**src/rtl/segdrv_pkg.sv**
```systemverilog
package segdrv_pkg;
  // Single-cycle strobes from control to datapath
  typedef struct packed {
    logic shift;
    logic load;
  } segStrobe_t;
endpackage

```
**src/rtl/segdrv_ctrl.sv**
```systemverilog
module segdrv_ctrl
  import segdrv_pkg::*;
(
  input  logic       clk,
  input  logic       rstN,
  input  logic       shiftClk,
  input  logic       loadStb,
  output segStrobe_t strobe
);
  logic shiftPrev;
  logic loadPrev;

  always_ff @(posedge clk or negedge rstN) begin
    if (!rstN) begin
      shiftPrev <= 1'b0;
      loadPrev  <= 1'b0;
    end else begin
      shiftPrev <= shiftClk;
      loadPrev  <= loadStb;
    end
  end

  // Rising-edge detection: one strobe per pulse regardless of pulse length
  always_comb begin
    strobe.shift = shiftClk & ~shiftPrev;
    strobe.load  = loadStb & ~loadPrev;
  end
endmodule

```
**src/rtl/segdrv_stage.sv**
```systemverilog
module segdrv_stage
  import segdrv_pkg::*;
#(
  parameter int STAGE_W = 32
) (
  input  logic               clk,
  input  logic               rstN,
  input  segStrobe_t         strobe,
  input  logic               serIn,
  input  logic               polarity,
  output logic               serOut,
  output logic [STAGE_W-1:0] segOut
);
  logic [STAGE_W-1:0] chain;
  logic [STAGE_W-1:0] hold;

  always_ff @(posedge clk or negedge rstN) begin
    if (!rstN) begin
      chain <= '0;
      hold  <= '0;
    end else begin
      if (strobe.shift) chain <= {chain[STAGE_W-2:0], serIn};
      // Captures the pre-shift chain when both strobes coincide
      if (strobe.load)  hold  <= chain;
    end
  end

  assign serOut = chain[STAGE_W-1];
  assign segOut = hold ^ {STAGE_W{polarity}};
endmodule

```
**src/rtl/segdrv_datapath.sv**
```systemverilog
module segdrv_datapath
  import segdrv_pkg::*;
#(
  parameter int STAGE_W = 32,
  parameter int STAGES  = 2,
  localparam int SEG_W  = STAGE_W * STAGES
) (
  input  logic             clk,
  input  logic             rstN,
  input  segStrobe_t       strobe,
  input  logic             serIn,
  input  logic             polarity,
  input  logic             backlightOn,
  output logic [SEG_W-1:0] segOut,
  output logic             backplane,
  output logic             backlightOut,
  output logic             serOut
);
  logic [STAGES:0] link;

  assign link[0] = serIn;

  for (genvar k = 0; k < STAGES; k++) begin : g_stage
    segdrv_stage #(.STAGE_W(STAGE_W)) u_stage (
      .clk     (clk),
      .rstN    (rstN),
      .strobe  (strobe),
      .serIn   (link[k]),
      .polarity(polarity),
      .serOut  (link[k+1]),
      .segOut  (segOut[k*STAGE_W +: STAGE_W])
    );
  end

  assign serOut       = link[STAGES];
  assign backplane    = polarity;
  assign backlightOut = polarity ^ backlightOn;
endmodule

```
**src/rtl/segment_driver.sv**
```systemverilog
module segment_driver
  import segdrv_pkg::*;
#(
  parameter int STAGE_W = 32,
  parameter int STAGES  = 2,
  localparam int SEG_W  = STAGE_W * STAGES
) (
  input  logic             clk,
  input  logic             rstN,
  input  logic             serIn,
  input  logic             shiftClk,
  input  logic             loadStb,
  input  logic             polarity,
  input  logic             backlightOn,
  output logic [SEG_W-1:0] segOut,
  output logic             backplane,
  output logic             backlightOut,
  output logic             serOut
);
  segStrobe_t strobe;

  segdrv_ctrl u_ctrl (
    .clk     (clk),
    .rstN    (rstN),
    .shiftClk(shiftClk),
    .loadStb (loadStb),
    .strobe  (strobe)
  );

  segdrv_datapath #(.STAGE_W(STAGE_W), .STAGES(STAGES)) u_dp (
    .clk         (clk),
    .rstN        (rstN),
    .strobe      (strobe),
    .serIn       (serIn),
    .polarity    (polarity),
    .backlightOn (backlightOn),
    .segOut      (segOut),
    .backplane   (backplane),
    .backlightOut(backlightOut),
    .serOut      (serOut)
  );
endmodule

```
**config.mk**
```make
export PLATFORM = sky130hd
export DESIGN_NAME = segment_driver
export DESIGN_NICKNAME = d
export VERILOG_FILES = /design/src/rtl/segdrv_pkg.sv /design/src/rtl/segdrv_ctrl.sv /design/src/rtl/segdrv_stage.sv /design/src/rtl/segdrv_datapath.sv /design/src/rtl/segment_driver.sv
export SDC_FILE = /design/constraint.sdc
export NUM_CORES = 1
export LEC_CHECK = 0
export BUFFER_PORTS_ARGS = -buffer_cell sky130_fd_sc_hd__buf_2
export CAP_MARGIN = 15
export CORE_MARGIN = 1
export CORE_UTILIZATION = 50
export DETAILED_ROUTE_END_ITERATION = 12
export PLACE_DENSITY = 0.7
export SLEW_MARGIN = 20
export SYNTH_ARGS = -nofsm -noshare
export SYNTH_HDL_FRONTEND = slang
export SYNTH_HIERARCHICAL = 1
export SYNTH_SLANG_ARGS = --single-unit
```
**constraint.sdc**
```tcl
create_clock -name clk -period 2.5 [get_ports clk]
set_input_delay 0.375 -clock clk [delete_from_list [all_inputs] [get_ports clk]]
set_output_delay 0.375 -clock clk [all_outputs]
set_load 0.01 [all_outputs]
```
==> impl_summary.txt, run 1 <==
----------------------------------------------------
[Run status]
  Outcome ... complete, no violations

[Die]
  Die Outline Area ... 0.0127 mm^2
  Number of primary I/O pins ... 74
  Chip Width ... 113 um
  Vertical die dimension ... 113 um
  Initial Util ... 51.1%
  Number of placement rows ... 40
  Std-Cell Core Area ... 0.0120 mm^2

[Global route]
  Global-route wire length before repair ... 16.0 mm
  Gr ovfl total ... 0
  Initial antenna violation count ... 0
  Maximum number of pins on one net before global-route repair ... 131
  Total Routing Usage GR ... 16.6%
  Number of global-route vias before repair ... 3,036

[Timing]
  Worst Skew ... 9.20 ps
  Share of the clock period used by the worst path ... 71.8%
  Final-layout setup total negative slack ... 0 ps
  Setup repair after global routing missed its margin ... no
  Tmin final ... 1790 ps
  Total setup violations reported at the end of the flow ... 0
  Final critical-path setup slack ... 706 ps
  Final-report hold violation count ... 0
  Worst slew margin relative to its limit ... 53.1%
  Fmax achieved ... 557 MHz
  Transition time of the tightest slew-check pin ... 703 ps
  Slew Viols, Final ... 0

[Critical path]
  Required @ worst endpoint ... 2120 ps
  Worst r2r src ... u_ctrl/shiftPrev
  Stage delay of the slowest cell on the critical path ... 440 ps
  Category of the critical setup timing path ... in -> out
  CP startpoint ... polarity
  Buf/Inv on CP ... 3
  Sort of element at the end of the critical path ... output port
  Top Family by Delay on Critical Path ... buffers and inverters
  Element type at the critical path start ... input port
  Critical path fanouts, max ... 30
  Arrival @ worst endpoint ... 1420 ps
  Cells along the critical path ... buf_4 > buf_12 > xor2_1 > buf_2
  Critical path's slowest cell ... sky130_fd_sc_hd__buf_4

[Clocking]
  Total clock sinks ... 130
  TritonCTS clock tree ... yes
  CTS Root Buffer Type ... sky130_fd_sc_hd__clkbuf_16
  Clock buffers created by TritonCTS ... 17
  Clock latency on the worst-skew pair ... 410 ps
  H-tree levels ... 4
  Count of cells resized by post-cts repair ... 0
  Number of buffers between clock root and the deepest sink ... 2
  Post-CTS setup buffer count ... 0
  Hold-fix buffers at CTS ... 0
  Clock Pin Slew Worst Setup and Hold Paths ... 50 ps

[Routing]
  Routed vias/inst ... 4.96
  Antenna Violating Nets Remaining ... 0
  Number of search-and-repair iterations in the first detailed-routing pass ... 4
  Initial drt markers ... 99
  Wire per inst ... 16.2 um
  Final routed wirelength across all metal layers ... 9.44 mm
  Vias post-DR ... 2,895
  # DRC ... 0

[Synth]
  Distinct cell type count of the synthesized netlist ... 9
  Sequential fraction of the synthesis area ... 53.2%
  Total nets after synthesis ... 357
  Post-synthesis instance area ... 0.00611 mm^2
  Syn_area_per_cell ... 17.5 um^2
  Count of yosys warnings during synthesis ... 6
  Synthesis-stage register bit count ... 130
  Count of mapped cells out of synthesis ... 350

[Finish]
  Count of inserted antenna diode cells ... 0
  Synthesis-to-finish area growth ... 16.1%
  Most common cell after layout, fill and taps aside ... sky130_fd_sc_hd__dfrtp_1
  Ratio of cells with drive above 1 in the final layout ... 55.4%
  Final cell utilization of the core ... 59.3%
  Leading cell types in the layout, fill and taps excluded ... 130 x sky130_fd_sc_hd__dfrtp_1, 120 x sky130_fd_sc_hd__mux2_4, 71 x sky130_fd_sc_hd__buf_2, 65 x sky130_fd_sc_hd__xor2_1, 17 x sky130_fd_sc_hd__clkbuf_16
  Number of nets at the end of the flow ... 431
  Count of fill cells added during filler insertion ... 913

[Pwr]
  Leak Pwr ... 3.69 nW
  Cell area power density ... 872 mW/mm^2
  Max rail drop VDD ... 0.454 mV

[Placed design]
  Setup WS pre-CTS ... 689 ps
  Half-perimeter wire length of the detailed placement result ... 5.55 mm
  RePlAce Congestion ... 0.678
  Quantity of I/O buffers inserted on ports ... 73

[Min path]
  Path type of the worst min-delay path ... in -> async

[Job]
  Max-cap violations ... 0

----------------------------------------------------
## sequential cells by signal, summed over array words and instances, names as in the netlist
| signal | cells |
|---|---|
| u_dp/g_stage.u_stage/chain | 64 |
| u_dp/g_stage.u_stage/hold | 64 |
| u_ctrl/loadPrev | 1 |
| u_ctrl/shiftPrev | 1 |
## through the flow
step,area (um^2),hold slack [ps],cells,total power [mW]
finish,7100,48.9,584,6.19
global route,7100,80.4,584,6.45
CTS,7100,81.8,584,6.26
detailed placement,6440,513,552,3.51
global placement,6440,506,552,3.50
floorplan,6110,79.4,350,3.23
## kinds of logic after synthesis
logic type,after synthesis,share of synthesized area [%]
XOR/XNOR,65,9.31
buffers and inverters,25,6.06
flip-flops,130,53.2
multiplexers,128,31.0
AND/OR/NAND/NOR,2,0.450
## power breakdown
group	internal, mW	switching (mW)	total [mW]
registers	2.35	0.202	2.55
logic	0.553	0.374	0.927
clock network	1.82	0.892	2.71
## worst paths after layout
| path | endpoint | slack, ps | depth (start not counted) |
|---|---|---|---|
| hold / removal | u_dp/g_stage[1].u_stage/hold[26] | 50 | 2 |
| min in group clk | u_ctrl/shiftPrev | 100 | 1 |
| setup reg to reg | u_dp/g_stage[0].u_stage/chain[2] | 940 | 3 |
| hold reg to reg | u_dp/g_stage[0].u_stage/hold[30] | 530 | 1 |
| setup / recovery | segOut[51] | 710 | 4 |
| max in group asynchronous | u_dp/g_stage[1].u_stage/hold[11] | 1910 | 2 |
## area by class of cell
class | instances | area, um^2 | share of cell area, %
repair buffers | 80 | 510 | 7.19
well taps | 147 | 184 | 2.59
multi-input cells | 195 | 2490 | 35.1
flip-flops and latches | 130 | 3250 | 45.8
clock inverters | 13 | 206 | 2.91
clock buffers | 19 | 453 | 6.38
## synthesized netlist by cell type, drive strengths merged
| master | n | area (um^2) |
|---|---|---|
| buf | 25 | 370 |
| dfrtp | 130 | 3250 |
| mux2 | 128 | 1890 |
| nor2b | 2 | 27.5 |
| xor2 | 65 | 569 |
## routing by layer
layer / up-vias / wire length, um / global-route usage, %
met2: 67 / 4220 / 24.0
met5: - / 0 / 0
met1: 1482 / 4740 / 23.2
li1: 1335 / - / -
met4: 0 / 131 / 8.27
met3: 11 / 340 / 4.21
Note: power is estimated with default switching activity, not from simulation.
==> run 2, diff against run 1 <==
--- a/config.mk
+++ b/config.mk
@@ -10,7 +10,7 @@
 export CORE_MARGIN = 1
 export CORE_UTILIZATION = 50
 export DETAILED_ROUTE_END_ITERATION = 12
-export PLACE_DENSITY = 0.7
+export PLACE_DENSITY = 0.73
 export SLEW_MARGIN = 20
 export SYNTH_ARGS = -nofsm -noshare
 export SYNTH_HDL_FRONTEND = slang
==> constraint.sdc (replaced) <==
create_clock -name clk -period 1.6 [get_ports clk]
set_input_delay 0.24 -clock clk [delete_from_list [all_inputs] [get_ports clk]]
set_output_delay 0.24 -clock clk [all_outputs]
set_load 0.01 [all_outputs]
==> run 2 against run 1 <==
Core utilization increased by 0.47 points. Global-route usage increased by 0.21 points. Clock-buffer cell count increased by 1. Design area increased by 0.79%. Sequential share of layout area decreased by 0.36 points. Worst hold slack improved by 18 ps. Combinational power increased by 61%. First-iteration DRC count increased by 56%. Non-clock buffer count increased by 12. Critical path depth increased by 1. Clock skew decreased by 1.6 ps. Largest cell class unchanged. Largest power group is now sequential cells.
==> impl_summary.txt, run 2 (synthesized netlist as in run 1, its figures left out) <==
----------------------------------------------------
[Run status]
  Outcome ... complete, no violations

[Routing]
  Number of search-and-repair iterations in the first detailed-routing pass ... 4 (unchanged)
  # DRC ... 0 (unchanged)
  Vias post-DR ... 2,956 (+2.1%)
  Routed vias/inst ... 4.98 (+0.39%)
  Antenna Violating Nets Remaining ... 0 (unchanged)
  Wire per inst ... 16.1 um (-0.48%)
  Final routed wirelength across all metal layers ... 9.56 mm (+1.2%)
  Initial drt markers ... 154 (+56%)

[Critical path]
  Category of the critical setup timing path ... in -> reg
  Element type at the critical path start ... input port
  Required @ worst endpoint ... 1890 ps (-230 ps)
  Arrival @ worst endpoint ... 1820 ps (+400 ps)
  Critical path fanouts, max ... 15 (-50%)
  Sort of element at the end of the critical path ... register

[Finish]
  Ratio of cells with drive above 1 in the final layout ... 55.7% (+0.33 points)
  Count of fill cells added during filler insertion ... 887 (-2.8%)
  Number of nets at the end of the flow ... 443 (+2.8%)
  Largest registers ranked by flip-flop count ... u_dp/g_stage.u_stage/chain (64), u_dp/g_stage.u_stage/hold (64)
  Count of inserted antenna diode cells ... 0 (unchanged)
  Most common cell after layout, fill and taps aside ... sky130_fd_sc_hd__dfrtp_1
  Leading cell types in the layout, fill and taps excluded ... 130 x sky130_fd_sc_hd__dfrtp_1, 120 x sky130_fd_sc_hd__mux2_4, 71 x sky130_fd_sc_hd__buf_2, 65 x sky130_fd_sc_hd__xor2_1, 17 x sky130_fd_sc_hd__clkbuf_16
  Synthesis-to-finish area growth ... 17.0%
  Post-layout instance count excluding filler cells ... 594 (+1.7%)
  Final cell utilization of the core ... 59.8% (+0.47 points)

[Clocking]
  CTS Root Buffer Type ... sky130_fd_sc_hd__clkbuf_16
  Clock Pin Slew Worst Setup and Hold Paths ... 60 ps (about the same)
  Post-CTS setup buffer count ... 0 (unchanged)
  Total clock sinks ... 130 (unchanged)
  Number of buffers between clock root and the deepest sink ... 2 (unchanged)
  Hold-fix buffers at CTS ... 3 (+3)
  Clock buffers created by TritonCTS ... 17 (unchanged)
  TritonCTS clock tree ... yes
  Count of cells resized by post-cts repair ... 0 (unchanged)
  H-tree levels ... 4 (unchanged)
  Clock latency on the worst-skew pair ... 410 ps (about the same)

[Min path]
  Path type of the worst min-delay path ... in -> reg

[Pwr]
  Max rail drop VDD ... 0.971 mV (+110%)
  Total chip power ... 9.20 mW (+49%)
  Leak Pwr ... 3.72 nW (+0.76%)
  Switching share of total power ... 24.5% (+0.78 points)
  Cell area power density ... 1290 mW/mm^2 (+47%)
  Cell-internal power ... 6.95 mW (+47%)
  Switching pwr ... 2.25 mW (+53%)
  Power share of the combinational group ... 16.2% (+1.2 points)
  Sequential share of power ... 43.3% (+2.1 points)
  Clock network power share ... 40.6% (-3.2 points)

[Global route]
  Maximum number of pins on one net before global-route repair ... 40 (-69%)
  Initial antenna violation count ... 0 (unchanged)
  Total Routing Usage GR ... 16.8% (+0.21 points)
  Number of global-route vias before repair ... 3,101 (+2.1%)
  Gr ovfl total ... 0 (unchanged)
  Global-route wire length before repair ... 16.2 mm (+1.3%)

[Timing]
  Transition time of the tightest slew-check pin ... 381 ps (-323 ps)
  Worst Skew ... 7.59 ps (-1.60 ps)
  Share of the clock period used by the worst path ... 95.6%
  Total setup violations reported at the end of the flow ... 0 (unchanged)
  Fmax achieved ... 654 MHz
  Worst slew margin relative to its limit ... 74.6% (+21 points)
  Tmin final ... 1530 ps
  Worst hold margin ... 67.2 ps (+18.3 ps)
  Slew Viols, Final ... 0 (unchanged)
  Setup repair after global routing missed its margin ... no
  Final-report hold violation count ... 0 (unchanged)
  Final-layout setup total negative slack ... 0 ps (unchanged)

[Die]
  Die Outline Area ... 0.0127 mm^2 (unchanged)
  Number of primary I/O pins ... 74 (unchanged)
  Number of placement rows ... 40 (unchanged)
  Initial Util ... 51.1% (unchanged)
  Std-Cell Core Area ... 0.0120 mm^2 (unchanged)
  Chip Width ... 113 um (unchanged)
  Vertical die dimension ... 113 um (unchanged)

[Job]
  Max-cap violations ... 0 (unchanged)

[Placed design]
  Placed cells ... 561 (+1.6%)
  RePlAce Congestion ... 0.718 (+5.9%)
  Quantity of I/O buffers inserted on ports ... 73 (unchanged)
  Half-perimeter wire length of the detailed placement result ... 6.23 mm (+12%)

----------------------------------------------------
-- run 2: changes by cell type in the layout (fill, tap and decap cells not counted) --
cell / before / now
sky130_fd_sc_hd__dlygate4sd3_1: 0 / 3
sky130_fd_sc_hd__buf_12: 7 / 10
sky130_fd_sc_hd__buf_6: 0 / 1
sky130_fd_sc_hd__inv_6: 1 / 0
sky130_fd_sc_hd__clkinv_4: 2 / 0
sky130_fd_sc_hd__clkinvlp_4: 2 / 4
sky130_fd_sc_hd__clkinv_2: 3 / 4
sky130_fd_sc_hd__clkbuf_8: 2 / 3
sky130_fd_sc_hd__bufinv_16: 5 / 2
sky130_fd_sc_hd__buf_4: 2 / 7
-- run 2: metrics by stage --
stage,setup WS (ps),area (um^2)
after floorplan,406,6110
after CTS,74.8,7150
after global routing,34.6,7150
after detailed placement,190,6550
after global placement,207,6550
final,70.3,7150
-- run 2: path summary, 6_finish.rpt --
path / start / end / slack [ps] / cells past startpoint
worst max-delay path: loadStb / u_dp/g_stage[1].u_stage/hold[31] / 70 / 5
worst min-delay path: serIn / u_dp/g_stage[0].u_stage/chain[0] / 70 / 2
worst max register to register: u_ctrl/loadPrev / u_dp/g_stage[1].u_stage/hold[31] / 190 / 3
worst min register to register: u_dp/g_stage[0].u_stage/hold[0] / u_dp/g_stage[0].u_stage/hold[0] / 530 / 1
max in group asynchronous: rstN / u_dp/g_stage[1].u_stage/hold[8] / 700 / 3
min in group asynchronous: rstN / u_dp/g_stage[1].u_stage/chain[29] / 300 / 2
-- run 2: per-layer routing --
layer	up-vias	global-route usage (%)	part of all wire (%)
met5	-	0	0
met2	59	25.7	47
met4	0	7.20	1.3
met1	1535	22.4	48
met3	11	4.81	3.0
li1	1351	-	-
-- run 2: power groups by stage --
stage	Sequential [mW]	Clock [mW]	Combinational, mW
3_5_place_dp	4.02	0	1.49
2_1_floorplan	3.93	0	1.12
6_report	3.98	3.73	1.49
5_1_grt	4.03	3.98	1.60
3_3_place_gp	4.02	0	1.46
4_1_cts	3.98	3.80	1.51
-- run 2: layout make-up --
cell class	instances	area (um^2)	area share, %
well taps	147	184	2.57
multi-input cells	195	2490	34.8
flip-flops and latches	130	3250	45.5
clock buffers	20	467	6.53
repair buffers	92	649	9.08
clock inverters	10	110	1.54
-- run 2: critical path: stages --
cell and delay (ps):
sky130_fd_sc_hd__dlygate4sd3_1 520, sky130_fd_sc_hd__buf_2 130, sky130_fd_sc_hd__nor2b_4 370, sky130_fd_sc_hd__buf_12 220
sky130_fd_sc_hd__mux2_2 340
==> run 3, diff against run 2 <==
--- a/config.mk
+++ b/config.mk
@@ -7,9 +7,11 @@
 export LEC_CHECK = 0
 export BUFFER_PORTS_ARGS = -buffer_cell sky130_fd_sc_hd__buf_2
 export CAP_MARGIN = 15
-export CORE_MARGIN = 1
+export CORE_ASPECT_RATIO = 1.25
+export CORE_MARGIN = 2
 export CORE_UTILIZATION = 50
 export DETAILED_ROUTE_END_ITERATION = 12
+export GPL_TIMING_DRIVEN = 0
 export PLACE_DENSITY = 0.73
 export SLEW_MARGIN = 20
 export SYNTH_ARGS = -nofsm -noshare
==> run 3 against run 2 <==
Via count is essentially flat. Wire length is 1.9% higher. Design area up 1.8%. Combinational power is 3% higher. Die area grew 3.6%. Critical path depth stayed put. First-iteration DRC count fell by 48%. Cell count up 4.9%. Sequential cell count stayed put. Total power shrank 3.1%. Sequential power barely moved. Critical endpoint is now segOut[30].
==> impl_summary.txt, run 3 (synthesized netlist as in run 1, its figures left out) <==
----------------------------------------------------
[Clocking]
  Number of buffers between clock root and the deepest sink ... 2 (unchanged)
  Post-CTS setup buffer count ... 0 (unchanged)
  H-tree levels ... 4 (unchanged)
  Total clock sinks ... 130 (unchanged)
  TritonCTS clock tree ... yes
  Clock latency on the worst-skew pair ... 420 ps (about the same)
  CTS Root Buffer Type ... sky130_fd_sc_hd__clkbuf_16
  Hold-fix buffers at CTS ... 3 (unchanged)
  Clock buffers created by TritonCTS ... 17 (unchanged)
  Clock Pin Slew Worst Setup and Hold Paths ... 50 ps (about the same)
  Count of cells resized by post-cts repair ... 0 (unchanged)

[Timing]
  Slew Viols, Final ... 0 (unchanged)
  Worst slew margin relative to its limit ... 67.2% (-7.4 points)
  Worst Skew ... 21.0 ps (+13.4 ps)
  Share of the clock period used by the worst path ... 88.8% (-6.8 points)
  Setup repair after global routing missed its margin ... no
  Final-report hold violation count ... 0 (unchanged)
  Transition time of the tightest slew-check pin ... 493 ps (+112 ps)
  Fmax achieved ... 704 MHz (+7.7%)
  Tmin final ... 1420 ps (-109 ps)
  Total setup violations reported at the end of the flow ... 0 (unchanged)
  Worst hold margin ... 81.9 ps (+14.7 ps)

[Min path]
  Path type of the worst min-delay path ... in -> reg

[Critical path]
  Register-to-register setup slack ... 320 ps (+130 ps)
  Critical path's slowest cell ... sky130_fd_sc_hd__buf_2
  Buf/Inv on CP ... 4 (+1)
  Top Family by Delay on Critical Path ... buffers and inverters
  Arrival @ worst endpoint ... 1180 ps (-640 ps)
  Most numerous cell on the critical path ... sky130_fd_sc_hd__buf_2
  Critical path fanouts, max ... 10 (-5)
  Required @ worst endpoint ... 1360 ps (-530 ps)
  Cells along the critical path ... buf_2 > buf_2 > buf_6 > xor2_1 > buf_2
  Stage delay of the slowest cell on the critical path ... 230 ps (-290 ps)
  Element type at the critical path start ... input port
  Category of the critical setup timing path ... in -> out
  Sort of element at the end of the critical path ... output port

[Pwr]
  Total chip power ... 8.92 mW (-3.1%)
  Max rail drop VDD ... 0.857 mV (-12%)
  Leak Pwr ... 3.77 nW (+1.3%)
  Cell area power density ... 1220 mW/mm^2 (-4.8%)

[Finish]
  Largest registers ranked by flip-flop count ... u_dp/g_stage.u_stage/chain (64), u_dp/g_stage.u_stage/hold (64)
  Leading cell types in the layout, fill and taps excluded ... 130 x sky130_fd_sc_hd__dfrtp_1, 120 x sky130_fd_sc_hd__mux2_4, 74 x sky130_fd_sc_hd__buf_2, 65 x sky130_fd_sc_hd__xor2_1, 17 x sky130_fd_sc_hd__clkbuf_16
  Count of fill cells added during filler insertion ... 963 (+8.6%)
  Post-layout instance count excluding filler cells ... 623 (+4.9%)
  Most common cell after layout, fill and taps aside ... sky130_fd_sc_hd__dfrtp_1
  Ratio of cells with drive above 1 in the final layout ... 56.6% (+0.94 points)
  Synthesis-to-finish area growth ... 19.2%
  Number of nets at the end of the flow ... 453 (+2.3%)
  Count of inserted antenna diode cells ... 0 (unchanged)
  Fin area ... 0.00728 mm^2 (+1.8%)

[Die]
  Number of primary I/O pins ... 74 (unchanged)
  Die Outline Area ... 0.0131 mm^2 (+3.6%)
  Vertical die dimension ... 128 um (+13%)
  Number of placement rows ... 45 (+13%)
  Initial Util ... 50.7% (-0.37 points)
  Chip Width ... 103 um (-8.6%)
  Std-Cell Core Area ... 0.0120 mm^2 (+0.73%)

[Global route]
  Gr ovfl total ... 0 (unchanged)
  Number of global-route vias before repair ... 3,123 (+0.71%)
  Global-route wire length before repair ... 16.1 mm (-0.25%)
  Total Routing Usage GR ... 16.0% (-0.76 points)
  Maximum number of pins on one net before global-route repair ... 67 (+68%)
  Initial antenna violation count ... 0 (unchanged)

[Routing]
  Antenna Violating Nets Remaining ... 0 (unchanged)
  Number of search-and-repair iterations in the first detailed-routing pass ... 4 (unchanged)
  # DRC ... 0 (unchanged)
  Routed vias/inst ... 4.74 (-4.7%)
  Vias post-DR ... 2,955 (-0.034%)
  Final routed wirelength across all metal layers ... 9.74 mm (+1.9%)
  Wire per inst ... 15.6 um (-2.8%)
  Initial drt markers ... 80 (-48%)

[Run status]
  Outcome ... complete, no violations

[Placed design]
  RePlAce Congestion ... 0.699 (-2.6%)
  Half-perimeter wire length of the detailed placement result ... 6.32 mm (+1.4%)
  Placed cells ... 588 (+4.8%)
  Quantity of I/O buffers inserted on ports ... 73 (unchanged)
  Placed cell areas ... 0.00672 mm^2 (+2.7%)

[Job]
  Max-cap violations ... 0 (unchanged)

----------------------------------------------------
-- run 3: changes by cell type in the layout (fill, tap and decap cells not counted), moves of 2 or more --
cell	change
sky130_fd_sc_hd__buf_12	+2
sky130_fd_sc_hd__buf_2	+3
sky130_fd_sc_hd__buf_4	-6
sky130_fd_sc_hd__buf_6	+9
sky130_fd_sc_hd__bufinv_16	-2
sky130_fd_sc_hd__clkbuf_8	-2
sky130_fd_sc_hd__clkinv_4	+4
-- run 3: per-layer routing --
| layer | global-route usage, % | wire length, um |
|---|---|---|
| met5 | 0 | 0 |
| met4 | 5.80 | 101 |
| met3 | 4.81 | 437 |
| met2 | 23.5 | 4670 |
| met1 | 22.6 | 4530 |
-- run 3: stage by stage --
stage                     utilization (%)  setup WS [ps]  TNS [ps]
after floorplan                         -            406         0
after global placement               55.5          -1380   -178800
after detailed placement             55.8            189         0
after CTS                            60.4            168         0
after global routing                 60.4            114         0
final                                60.4            180         0
-- run 3: worst reg2reg max path, cell delays in order (launching register included) --
cell and delay, ps:
sky130_fd_sc_hd__dfrtp_1 390, sky130_fd_sc_hd__nor2b_4 140, sky130_fd_sc_hd__buf_6 150, sky130_fd_sc_hd__buf_12 160, sky130_fd_sc_hd__mux2_4 310
-- run 3: area by class of cell --
| class | instances | area (um^2) | share of cell area [%] |
|---|---|---|---|
| Timing Repair Buffer | 77 | 433 | 5.94 |
| Buffer | 25 | 370 | 5.09 |
| Tap cell | 164 | 205 | 2.82 |
| Clock inverter | 13 | 90.1 | 1.24 |
| Clock buffer | 19 | 443 | 6.08 |
| Multi-Input combinational cell | 195 | 2490 | 34.2 |
| Sequential cell | 130 | 3250 | 44.7 |
-- run 3: power breakdown --
part | internal, mW | total, mW | leakage, nW | switching [mW]
logic | 0.928 | 1.53 | 1.75 | 0.598
clock network | 2.01 | 3.42 | 0.254 | 1.41
registers | 3.67 | 3.98 | 1.76 | 0.308
-- run 3: worst paths after layout --
kind,from,cells after the start,endpoint
hold / removal,serIn,2,u_dp/g_stage[0].u_stage/chain[0]
setup / recovery,polarity,5,segOut[30]
setup reg to reg,u_ctrl/loadPrev,4,u_dp/g_stage[0].u_stage/hold[17]
max in group asynchronous,rstN,3,u_dp/g_stage[0].u_stage/hold[18]
min in group asynchronous,rstN,2,u_dp/g_stage[1].u_stage/hold[24]
hold reg to reg,u_dp/g_stage[0].u_stage/chain[30],1,u_dp/g_stage[0].u_stage/hold[30]
